==> src/rtl/cfg_sel_pkg.sv <==
package cfg_sel_pkg;
  localparam int unsigned SEL_W = 2;

  typedef enum logic [2:0] {
    ST_LATCH  = 3'd0,
    ST_BOOT   = 3'd1,
    ST_WINDOW = 3'd2,
    ST_WATCH  = 3'd3,
    ST_SETTLE = 3'd4,
    ST_HOST   = 3'd5
  } cfg_state_e;
endpackage

==> src/rtl/cfg_sel_sync.sv <==
module cfg_sel_sync #(
  parameter int unsigned W = 2
) (
  input  logic         clk,
  input  logic         rst_n,
  input  logic [W-1:0] pins_i,
  output logic [W-1:0] sync_o,
  output logic         one_chg_o,
  output logic         multi_chg_o
);
  logic [W-1:0] meta_q, sync_q, prev_q;
  logic [W-1:0] diff;
  logic         diff_pow2;

  always_ff @(posedge clk or negedge rst_n) begin
    if (!rst_n) begin
      meta_q <= '0;
      sync_q <= '0;
      prev_q <= '0;
    end else begin
      meta_q <= pins_i;
      sync_q <= meta_q;
      prev_q <= sync_q;
    end
  end

  always_comb begin
    diff        = sync_q ^ prev_q;
    diff_pow2   = ((diff & (diff - {{(W-1){1'b0}}, 1'b1})) == '0);
    one_chg_o   = (diff != '0) && diff_pow2;
    multi_chg_o = (diff != '0) && !diff_pow2;
  end

  assign sync_o = sync_q;
endmodule

==> src/rtl/cfg_interval_timer.sv <==
module cfg_interval_timer #(
  parameter int unsigned CNT_W = 14
) (
  input  logic             clk,
  input  logic             rst_n,
  input  logic             run_i,
  input  logic             tick_i,
  input  logic [CNT_W-1:0] limit_i,
  output logic             done_o
);
  localparam logic [CNT_W-1:0] ONE = {{(CNT_W-1){1'b0}}, 1'b1};

  logic [CNT_W-1:0] cnt_q, cnt_d;
  logic             last;

  always_comb begin
    last   = (cnt_q == (limit_i - ONE));
    done_o = run_i && tick_i && last;
    if (!run_i || done_o) begin
      cnt_d = '0;
    end else if (tick_i) begin
      cnt_d = cnt_q + ONE;
    end else begin
      cnt_d = cnt_q;
    end
  end

  always_ff @(posedge clk or negedge rst_n) begin
    if (!rst_n) begin
      cnt_q <= '0;
    end else begin
      cnt_q <= cnt_d;
    end
  end
endmodule

==> src/rtl/cfg_select_fsm.sv <==
module cfg_select_fsm
  import cfg_sel_pkg::*;
(
  input  logic             clk,
  input  logic             rst_n,
  input  logic             strap_i,
  input  logic             addr_strap_i,
  input  logic [SEL_W-1:0] sel_raw_i,
  input  logic [SEL_W-1:0] sel_sync_i,
  input  logic             one_chg_i,
  input  logic             multi_chg_i,
  input  logic             load_en_i,
  input  logic             tmr_done_i,
  output logic             tmr_run_o,
  output logic             tmr_window_o,
  output logic [SEL_W-1:0] bank_o,
  output logic             load_o,
  output logic             busy_o,
  output logic             err_o,
  output logic             hw_mode_o,
  output logic             addr_hi_o
);
  cfg_state_e       state_q, state_d;
  logic             mode_q, mode_d;
  logic             addr_q, addr_d;
  logic [SEL_W-1:0] bank_q, bank_d;
  logic             load_q, load_d;
  logic             err_q, err_d;

  always_comb begin
    state_d = state_q;
    mode_d  = mode_q;
    addr_d  = addr_q;
    bank_d  = bank_q;
    load_d  = 1'b0;
    err_d   = err_q;
    case (state_q)
      ST_LATCH: begin
        mode_d  = strap_i;
        addr_d  = addr_strap_i;
        bank_d  = sel_raw_i;
        state_d = ST_BOOT;
      end
      ST_BOOT: begin
        if (mode_q) begin
          load_d  = load_en_i;
          state_d = ST_WINDOW;
        end else begin
          state_d = ST_HOST;
        end
      end
      ST_WINDOW: begin
        if (tmr_done_i) state_d = ST_WATCH;
      end
      ST_WATCH: begin
        if (multi_chg_i) begin
          err_d = 1'b1;
        end else if (one_chg_i) begin
          bank_d  = sel_sync_i;
          load_d  = 1'b1;
          state_d = ST_SETTLE;
        end
      end
      ST_SETTLE: begin
        if (tmr_done_i) state_d = ST_WATCH;
      end
      ST_HOST: begin
        state_d = ST_HOST;
      end
      default: state_d = ST_LATCH;
    endcase
  end

  always_ff @(posedge clk or negedge rst_n) begin
    if (!rst_n) begin
      state_q <= ST_LATCH;
      mode_q  <= 1'b0;
      addr_q  <= 1'b0;
      bank_q  <= '0;
      load_q  <= 1'b0;
      err_q   <= 1'b0;
    end else begin
      state_q <= state_d;
      mode_q  <= mode_d;
      addr_q  <= addr_d;
      bank_q  <= bank_d;
      load_q  <= load_d;
      err_q   <= err_d;
    end
  end

  assign tmr_run_o    = (state_q == ST_WINDOW) || (state_q == ST_SETTLE);
  assign tmr_window_o = (state_q == ST_WINDOW);
  assign busy_o       = (state_q == ST_LATCH) || (state_q == ST_BOOT) ||
                        (state_q == ST_SETTLE);
  assign bank_o       = bank_q;
  assign load_o       = load_q;
  assign err_o        = err_q;
  assign hw_mode_o    = mode_q;
  assign addr_hi_o    = addr_q;
endmodule

==> src/rtl/cfg_select_ctrl.sv <==
module cfg_select_ctrl
  import cfg_sel_pkg::*;
#(
  parameter int unsigned WINDOW_TICKS = 10000,
  parameter int unsigned SETTLE_TICKS = 1000,
  parameter logic [7:0]  ADDR_LO      = 8'hD0,
  parameter logic [7:0]  ADDR_HI      = 8'hD4
) (
  input  logic       clk,
  input  logic       rst_n,
  input  logic       tick_i,
  input  logic       mode_strap_i,
  input  logic       addr_strap_i,
  input  logic [1:0] sel_i,
  input  logic       load_en_i,
  output logic [1:0] bank_o,
  output logic       load_o,
  output logic       busy_o,
  output logic       hw_mode_o,
  output logic       err_o,
  output logic [7:0] host_addr_o
);
  localparam int unsigned MAX_TICKS = (WINDOW_TICKS > SETTLE_TICKS) ? WINDOW_TICKS : SETTLE_TICKS;
  localparam int unsigned CNT_W     = $clog2(MAX_TICKS + 1);
  localparam logic [CNT_W-1:0] WIN_LIM = CNT_W'(WINDOW_TICKS);
  localparam logic [CNT_W-1:0] SET_LIM = CNT_W'(SETTLE_TICKS);

  logic [SEL_W-1:0] sel_sync;
  logic             one_chg, multi_chg;
  logic             tmr_run, tmr_window, tmr_done;
  logic [CNT_W-1:0] tmr_limit;
  logic             addr_hi;

  cfg_sel_sync #(.W(SEL_W)) u_sync (
    .clk        (clk),
    .rst_n      (rst_n),
    .pins_i     (sel_i),
    .sync_o     (sel_sync),
    .one_chg_o  (one_chg),
    .multi_chg_o(multi_chg)
  );

  assign tmr_limit = tmr_window ? WIN_LIM : SET_LIM;

  cfg_interval_timer #(.CNT_W(CNT_W)) u_timer (
    .clk    (clk),
    .rst_n  (rst_n),
    .run_i  (tmr_run),
    .tick_i (tick_i),
    .limit_i(tmr_limit),
    .done_o (tmr_done)
  );

  cfg_select_fsm u_fsm (
    .clk         (clk),
    .rst_n       (rst_n),
    .strap_i     (mode_strap_i),
    .addr_strap_i(addr_strap_i),
    .sel_raw_i   (sel_i),
    .sel_sync_i  (sel_sync),
    .one_chg_i   (one_chg),
    .multi_chg_i (multi_chg),
    .load_en_i   (load_en_i),
    .tmr_done_i  (tmr_done),
    .tmr_run_o   (tmr_run),
    .tmr_window_o(tmr_window),
    .bank_o      (bank_o),
    .load_o      (load_o),
    .busy_o      (busy_o),
    .err_o       (err_o),
    .hw_mode_o   (hw_mode_o),
    .addr_hi_o   (addr_hi)
  );

  assign host_addr_o = addr_hi ? ADDR_HI : ADDR_LO;
endmodule

==> config.mk <==
export PLATFORM = sky130hd
export DESIGN_NAME = cfg_select_ctrl
export DESIGN_NICKNAME = d
export VERILOG_FILES = /design/src/rtl/cfg_sel_pkg.sv /design/src/rtl/cfg_sel_sync.sv /design/src/rtl/cfg_interval_timer.sv /design/src/rtl/cfg_select_fsm.sv /design/src/rtl/cfg_select_ctrl.sv
export SDC_FILE = /design/constraint.sdc
export NUM_CORES = 1
export LEC_CHECK = 0
export CAP_MARGIN = 15
export CORE_MARGIN = 5
export CORE_UTILIZATION = 40
export CTS_BUF_LIST = sky130_fd_sc_hd__clkbuf_8
export CTS_CLUSTER_DIAMETER = 80
export DETAILED_ROUTE_END_ITERATION = 12
export GPL_ROUTABILITY_DRIVEN = 0
export PLACE_DENSITY = 0.63
export SYNTH_ARGS = -nofsm -noshare
export SYNTH_HDL_FRONTEND = slang
export SYNTH_SLANG_ARGS = --single-unit
==> constraint.sdc <==
create_clock -name clk -period 1.68 [get_ports clk]
set_input_delay 0.42 -clock clk [delete_from_list [all_inputs] [get_ports clk]]
set_output_delay 0.42 -clock clk [all_outputs]
set_load 0.005 [all_outputs]
==> results.yml, run 1 <==
power:
  power_frac_seq: 0.368
  power_switching_mw: 0.746
  cellPowerDensity_mw_per_mm2: 1250
  p_sw_frac: 0.307
  peakVddDrop_mv: 0.943
  comb_power_share: 0.321
  p_leak_nw: 0.826
  p_clk_frac: 0.311
  intPower_mw: 1.68
critical_path:
  crit_type: "reg2reg"
  critPathRequiredTime_ns: 1.85
  rrSetupSlack_ns: -0.14
  start_kind: "register"
  r2r_end: "u_fsm.bank_o[1]"
  cp.arrival_ns: 1.98
  crit_path_max_fanout: 2
  setup.worst_path.end_class: "register"
  reg2reg_depth: 7
  worstReg2RegStart: "u_sync.sync_o[0]"
min_path:
  hold_end: "u_sync.sync_o[1]"
  min_path_type: "reg2reg"
  min_from: "u_sync.meta_q[1]"
  min_path_cells: 0
synth:
  seq_area_frac_synth: 0.499
  syn_area_mm2: 0.00146
  ys_warn_count: 0
  synth_compound_area_frac: 0.0576
  syn_avg_cell_area_um2: 10.4
  ys_ff_latch: 29
  synth_cells: 140
  synth_top_area_cell: "dfrtp_1"
  synth_xor_area_frac: 0.0903
  synth_mux_area_frac: 0.0533
  synth-simple-area-share: 0.211
  synth_edf_count: 0
  ys_async_sr_fraction: 1.00
  synth_fa_ha_area_frac: 0.0172
  synth_cell_type_count: 37
  yosys.area.top_type_share: 0.499
  ys_top_cells_by_area: "dfrtp_1 (50%), xor2_1 (6.6%), nor2_1 (5.7%), mux2_2 (4.6%), buf_4 (4.1%)"
  synthFlopType: "dfrtp_1"
  synth_top_family_by_area: "simple AND/OR/NAND/NOR gates"
clock_network:
  cts_buffers: 5
  clock-sinks: 29
  cts_root_buf: "clkbuf_8"
  path_clk_slew_ns: 0.07
  cts_tree: "built"
  htreeDepth: 2
  clock_latency_ns: 0.28
  clk_path_buf_depth: 2
  holdBufCountCts: 0
floorplan:
  initial_utilization: 0.407
  rows: 22
  io_pins: 22
  die_h_um: 70.3
  coreArea_mm2: 0.00358
  die_area_mm2: 0.00494
  die_x_um: 70.3
finish:
  layout_commonest_cell: "dfrtp_1"
  fin_cells: 225
  antennaDiodeCount: 0
  syn_to_final_growth_pct: 33.8
  layout.nets: 186
  most-common-layout-cells: "dfrtp_1 (29), buf_4 (21), nor2_1 (14)"
  drive_above_1_share: 0.316
global_routing:
  grt-ovfl-total: 0
  grt_first_pass_wirelength_um: 5070
  antenna_found_initial: 0
  first_global_vias: 1130
  grt_usage: 0.131
  grt_max_degree: 30
place:
  dp_cells: 215
  hpwl_um: 2000
  port_buffers: 14
sta:
  finalCritPeriodShare: 1.08
  tightestPinTransition_ns: 0.509
  relSlewSlack: 0.661
  hold_slack_ns: 0.361
  finalCriticalPeriod_ns: 1.82
  slew_viol_final: 0
  setup_viol: 4
  fin_skew_ns: 0.00705
  hold_viol_final: 0
  worst_slack_ns: -0.135
  rsz0062_at_grt: "true"
  max_freq_mhz: 551
route:
  via_per_inst: 4.89
  drt_wl_total_um: 2880
  initialDrtViolationCount: 35
  ant_nets: 0
  dr_total_vias: 1100
  post_drt_wl_per_cell_um: 12.8
  first_pass_iters: 4
  drcViolationCount: 0
status:
  violations: "setup timing"
  status: "finished with violations"
flow_run:
  drv_cap: 0
state kept, by name, summed over array words and instances, names as in the netlist:
| signal | count |
|---|---|
| u_sync.prev_q | 2 |
| u_timer.cnt_q | 14 |
| u_fsm.err_o | 1 |
| u_sync.meta_q | 2 |
| u_sync.sync_o | 2 |
| u_fsm.state_q | 3 |
| u_fsm.load_o | 1 |
| u_fsm.addr_hi_o | 1 |
| u_fsm.hw_mode_o | 1 |
| u_fsm.bank_o | 2 |
per-stage QoR:
stage / utilization / worst slack, ns / instance area (um2) / total power, mW / setup TNS (ns)
final: 0.544 / -0.135 / 1950 / 2.43 / -0.280
after global routing: 0.544 / -0.240 / 1950 / 2.58 / -1.14
after CTS: 0.524 / -0.165 / 1880 / 2.39 / -0.328
after detailed placement: 0.487 / -0.194 / 1740 / 1.60 / -1.76
after global placement: 0.487 / -0.140 / 1740 / 1.58 / -1.31
after floorplan: - / -0.0298 / 1480 / 1.33 / -0.0596
synth_stat cells (2+ instances only):
cell type,count
a21oi_1,3
a22oi_1,2
and2_1,2
and3_1,2
and4_2,2
buf_4,8
buf_6,2
clkbuf_1,2
conb_1,2
dfrtp_1,29
ha_1,2
inv_1,2
mux2_2,6
nand2_1,8
nand3_1,5
nand4_1,3
nor2_1,22
nor2b_1,2
nor3_1,3
nor3b_1,2
o21ai_0,2
xnor2_1,4
xor2_1,11
layout make-up:
type,count,area [um2]
fillers,343,1630
multi-input cells,103,737
flip-flops and latches,29,726
repair buffers,35,297
clock buffers,6,82.6
well taps,48,60.1
clock inverters,2,37.5
inverters,2,7.51
repair_timing:
item,CTS,global route
gates resized for setup,3,16
pin swaps,5,20
buffers inserted,0,1
cloned,1,0
setup endpoints to repair,16,18
worst max-delay path, stage by stage (launching register included):
cell and delay, ns:
dfrtp_1 0.40, xor2_1 0.15, ha_1 0.30, nand2b_1 0.09
nor2_2 0.13, nor2_1 0.06, a211oi_2 0.22, mux2_2 0.37
metal layers:
metal  routed length (um)  up-vias  GRT usage  part of all wire
met2                 1440       17      0.210              0.50
met5                    0        -          0                 0
met1                 1310      550      0.159              0.45
li1                     -      531          -                 -
met3                  120        2     0.0576             0.042
met4                   17        0     0.0383            0.0059
worst max-delay path by stage:
stage	from	slack (ns)	cells past startpoint	endpoint
finish	u_sync.sync_o[0]	-0.14	7	u_fsm.bank_o[1]
floorplan	u_sync.sync_o[0]	-0.03	7	u_fsm.bank_o[0]
global route	u_sync.prev_q[0]	-0.24	7	u_fsm.bank_o[1]
CTS	u_sync.sync_o[0]	-0.16	7	u_fsm.bank_o[1]
detailed placement	tick_i	-0.19	6	u_timer.cnt_q[11]
global placement	tick_i	-0.14	6	u_timer.cnt_q[9]
power by group through the flow:
stage	clock network, mW	registers [mW]	logic [mW]
final	0.755	0.894	0.779
after global routing	0.816	0.914	0.845
after CTS	0.773	0.894	0.718
after detailed placement	0	0.904	0.695
after global placement	0	0.897	0.684
after floorplan	0	0.888	0.444
kinds of logic after synthesis:
family / count (synthesis)
AOI/OAI and AO/OA: 12
xor gates and xnor gates: 15
adders and majority gates: 2
buffers and inverters: 14
DFF: 29
muxes: 7
other: 2
and+or+nand+nor: 59
No activity file was read; power rests on OpenSTA's default activity.
==> inputs of run 2 (changes only) <==
- PLACE_DENSITY: 0.63 -> 0.73
- clock period: 1.68 -> 2.05 ns (I/O delays scaled with it)
==> run 2 against run 1 <==
Effect of this change: the run now ends clean; power shrank 30%; flip-flop and latch count is the same; cell count shrank 8.9%; clock power shrank 38%; count of clock-buffer cells in the layout did not move; cell area decreased by 13%; die area unchanged; clock skew shrank 0.0028 ns; first-iteration DRC count grew 37%; utilization is 6.9 points lower; critical endpoint is now busy_o.
==> results.yml, run 2 (synthesis gave the netlist of run 1 again) <==
flow_run:
  drv_cap: 0
clock_network:
  postCtsSetupRepairBufs: 0
  clk_path_buf_depth: 2
  clock-sinks: 29
  cts_resized: 0
  path_clk_slew_ns: 0.06
  htreeDepth: 2
  cts_buffers: 5
  cts_root_buf: "clkbuf_8"
  clock_latency_ns: 0.28
  holdBufCountCts: 0
  cts_tree: "built"
floorplan:
  initial_utilization: 0.407
  rows: 22
  die_area_mm2: 0.00494
  io_pins: 22
  die_h_um: 70.3
  coreArea_mm2: 0.00358
  die_x_um: 70.3
critical_path:
  critPathRequiredTime_ns: 1.54
  cp_cell_sequence: "a21oi_1, clkdlybuf4s50_1"
  start_kind: "register"
  reg2reg_depth: 7
  setup.worst_path.end_class: "output pin"
  crit_path_max_fanout: 9
  max_stage_delay_ns: 0.52
  cp_slowest_cell: "clkdlybuf4s50_1"
  cp.arrival_ns: 1.44
  crit_type: "reg2out"
  r2r_end: "u_fsm.bank_o[0]"
  worstReg2RegStart: "u_sync.sync_o[1]"
  rrSetupSlack_ns: 0.13
power:
  peakVddDrop_mv: 0.636
  p_leak_nw: 0.731
  p_total_mw: 1.71
  cellPowerDensity_mw_per_mm2: 1010
min_path:
  min_path_cells: 0
  min_from: "u_sync.meta_q[0]"
  hold_end: "u_sync.sync_o[0]"
  min_path_type: "reg2reg"
sta:
  hold_viol_final: 0
  finalCriticalPeriod_ns: 1.96
  max_freq_mhz: 511
  setup_viol: 0
  fin_skew_ns: 0.00427
  worst_slack_ns: 0.0942
  slew_viol_final: 0
  finalCritPeriodShare: 0.954
  rsz0062_at_grt: "false"
  tns_ns: 0
place:
  port_buffers: 14
  hpwl_um: 1960
  place_worst_setup_slack_ns: 0.0465
finish:
  fin_util: 0.475
  largest-register: "u_timer.cnt_q"
  layout_commonest_cell: "dfrtp_1"
  fill_cells: 348
  reg_top3: "u_timer.cnt_q x14, u_fsm.state_q x3"
  antennaDiodeCount: 0
  syn_to_final_growth_pct: 16.8
  layout.nets: 167
  drive_above_1_share: 0.153
  largest_reg_flops: 14
  most-common-layout-cells: "dfrtp_1 (28), nor2_1 (22), clkdlybuf4s50_1 (14)"
global_routing:
  antenna_found_initial: 0
  grt_usage: 0.125
  grt-ovfl-total: 0
  first_global_vias: 1069
  grt_max_degree: 30
  grt_first_pass_wirelength_um: 4840
status:
  status: "finished clean"
route:
  drcViolationCount: 0
  initialDrtViolationCount: 48
  post_drt_wl_per_cell_um: 13.4
  dr_total_vias: 1030
  met1_length_um: 1200
  top_layer: "met4"
  wl_met3_um: 148
  first_pass_iters: 4
  met2_wirelength_um: 1350
  via_per_inst: 5.02
  drt_wl_total_um: 2760
  ant_nets: 0
[run 2: per-layer routing]
metal / track usage / up-vias
li1: - / 495
met1: 0.136 / 503
met2: 0.211 / 24
met3: 0.0504 / 8
met4: 0.0574 / 0
met5: 0 / -
[run 2: power by group]
group	internal (mW)	switching [mW]	leakage (nW)
sequential	0.664	0.104	0.372
clock	0.261	0.205	0.0485
combinational	0.259	0.220	0.311
total	1.18	0.529	0.731
[run 2: how the worst max path moves through the flow]
| stage | start | endpoint | slack [ns] | cells past startpoint |
|---|---|---|---|---|
| final | u_fsm.state_q[0] | busy_o | 0.09 | 2 |
| after global routing | u_fsm.state_q[0] | busy_o | 0.02 | 2 |
| after CTS | u_fsm.state_q[2] | busy_o | 0.04 | 2 |
| after detailed placement | tick_i | u_timer.cnt_q[9] | 0.05 | 6 |
| after global placement | tick_i | u_timer.cnt_q[9] | 0.07 | 6 |
| after floorplan | u_sync.sync_o[0] | u_fsm.bank_o[0] | 0.23 | 7 |
[run 2: stage by stage]
stage,instance area [um2],instances,hold slack (ns)
6_report,1700,205,0.354
5_1_grt,1700,205,0.366
4_1_cts,1690,205,0.361
3_5_place_dp,1610,198,0.347
3_3_place_gp,1610,198,0.335
2_1_floorplan,1470,145,0.217
[run 2: layout make-up]
class                   instances  area (um2)  share of cell area
well taps                      48        60.1              0.0353
clock inverters                 1        3.75             0.00221
clock buffers                   6        82.6              0.0486
multi-input cells             102         656               0.386
repair buffers                 17         163              0.0957
inverters                       2        7.51             0.00442
flip-flops and latches         29         727               0.428
[run 2: critical path, delay by kind of cell, from the launching register on]
| family | cells | cell delay (ns) |
|---|---|---|
| flip-flops | 1 | 0.47 |
| buffers and inverters | 1 | 0.52 |
| AO/OA/AOI/OAI | 1 | 0.18 |
==> inputs of run 3 (changes only) <==
- PLACE_DENSITY: 0.73 -> 0.59
- clock period: 2.05 -> 1.95 ns (I/O delays scaled with it)
==> run 3 against run 2 <==
Effect of this change: non-clock buffer count up 12; sequential power grew 1%; combinational power up 27%; hold slack barely moved; flip-flop and latch count did not move; worst setup slack got worse by 0.035 ns; power grew 12%; via count is 2.4% higher; global-route usage shrank 0.41 points; count of clock-buffer cells in the layout is 1 higher; clock power grew 16%; critical path depth stayed put.
==> results.yml, run 3 (synthesis gave the netlist of run 1 again) <==
critical_path:
  cp_slowest_cell: "clkdlybuf4s50_1"
  setup.worst_path.end_class: "output pin"
  cp.arrival_ns: 1.40
  crit_path_max_fanout: 5
  critPathRequiredTime_ns: 1.46
  cp_cell_sequence: "a21oi_1, clkdlybuf4s50_1"
  max_stage_delay_ns: 0.52
  crit_family: "buffers and inverters"
  worst-path-buf-inv: 1
  crit_type: "reg2out"
  start_kind: "register"
floorplan:
  coreArea_mm2: 0.00358
  die_h_um: 70.3
  die_x_um: 70.3
  rows: 22
  io_pins: 22
  initial_utilization: 0.407
  die_area_mm2: 0.00494
global_routing:
  antenna_found_initial: 0
  grt-ovfl-total: 0
  grt_max_degree: 30
  first_global_vias: 1024
  grt_first_pass_wirelength_um: 4760
  grt_usage: 0.121
power:
  cellPowerDensity_mw_per_mm2: 1060
  intPower_mw: 1.34
  power_switching_mw: 0.581
  p_leak_nw: 0.796
  p_clk_frac: 0.280
  peakVddDrop_mv: 0.752
  comb_power_share: 0.316
  p_sw_frac: 0.302
  power_frac_seq: 0.405
finish:
  largest-register: "u_timer.cnt_q"
  layout_commonest_cell: "dfrtp_1"
  syn_to_final_growth_pct: 24.5
  fin_util: 0.506
  fin_cells: 218
  drive_above_1_share: 0.229
  antennaDiodeCount: 0
  layout.nets: 179
  largest_reg_flops: 14
  most-common-layout-cells: "dfrtp_1 (28), nor2_1 (21), buf_4 (15)"
  reg_top3: "u_timer.cnt_q x14, u_fsm.state_q x3"
clock_network:
  holdBufCountCts: 0
  path_clk_slew_ns: 0.07
  htreeDepth: 2
  cts_buffers: 5
  clk_path_buf_depth: 2
  clock_latency_ns: 0.28
  cts_root_buf: "clkbuf_8"
  clock-sinks: 29
  cts_tree: "built"
place:
  port_buffers: 14
  place_worst_setup_slack_ns: -0.000938
  dp_cells: 208
  hpwl_um: 2050
sta:
  worst_slack_ns: 0.0592
  tns_ns: 0
  max_freq_mhz: 529
  setup_viol: 0
  slew_viol_final: 0
  finalCriticalPeriod_ns: 1.89
  hold_viol_final: 0
  rsz0062_at_grt: "true"
  finalCritPeriodShare: 0.970
  fin_skew_ns: 0.0100
  hold_slack_ns: 0.354
route:
  drcViolationCount: 0
  first_pass_iters: 4
  drt_wl_total_um: 2810
  dr_total_vias: 1055
  post_drt_wl_per_cell_um: 12.9
  via_per_inst: 4.84
  ant_nets: 0
  initialDrtViolationCount: 32
status:
  status: "finished clean"
min_path:
  min_path_type: "reg2reg"
flow_run:
  drv_cap: 0
-- run 3: cell types whose count changed in the layout (fill, tap and decap cells not counted), sizes merged --
| cell | change |
|---|---|
| clkbuf | +1 |
| clkinv | +1 |
| buf | +12 |
| inv | -1 |
-- run 3: layout make-up --
class | count | area [um2]
Sequential cell | 29 | 727
Fill cell | 338 | 1770
Clock buffer | 7 | 96.3
Clock inverter | 1 | 5.00
Inverter | 2 | 7.51
Tap cell | 48 | 60.1
Timing Repair Buffer | 29 | 253
Multi-Input combinational cell | 102 | 663
-- run 3: layer usage --
layer,GRT usage,wire (um),vias up
met5,0,0,-
met2,0.199,1380,13
met1,0.152,1310,520
li1,-,-,520
met3,0.0403,110,2
met4,0.0319,10,0
-- run 3: final timing paths --
| check | slack (ns) | startpoint | cells after the start | to |
|---|---|---|---|---|
| max in group asynchronous | 1.07 | rst_n | 2 | u_fsm.state_q[0] |
| min in group asynchronous | 0.59 | rst_n | 2 | u_sync.sync_o[0] |
| worst min-delay path | 0.35 | u_sync.meta_q[0] | 0 | u_sync.sync_o[0] |
| worst max register to register | 0.07 | u_sync.sync_o[1] | 8 | u_fsm.bank_o[0] |
| worst min register to register | 0.35 | u_sync.meta_q[0] | 0 | u_sync.sync_o[0] |
| worst max-delay path | 0.06 | u_fsm.state_q[0] | 2 | busy_o |
-- run 3: repair_timing --
| item | in CTS | in global routing |
|---|---|---|
| buffers inserted | 0 | 2 |
| gates resized for setup | 1 | 3 |
| setup endpoints to repair | 1 | 15 |
| cloned | 0 | 0 |
-- run 3: metrics by stage --
step                      power [mW]  instance area (um2)
after floorplan                 1.14                 1470
after global routing            2.03                 1810
after detailed placement        1.34                 1680
after CTS                       1.89                 1780
final                           1.92                 1810
after global placement          1.33                 1680
-- run 3: power groups by stage --
stage | clock (mW) | combinational (mW) | sequential (mW)
after global routing | 0.581 | 0.658 | 0.790
final | 0.538 | 0.607 | 0.778
after CTS | 0.549 | 0.554 | 0.788
after global placement | 0 | 0.545 | 0.788
after detailed placement | 0 | 0.547 | 0.797
after floorplan | 0 | 0.375 | 0.765
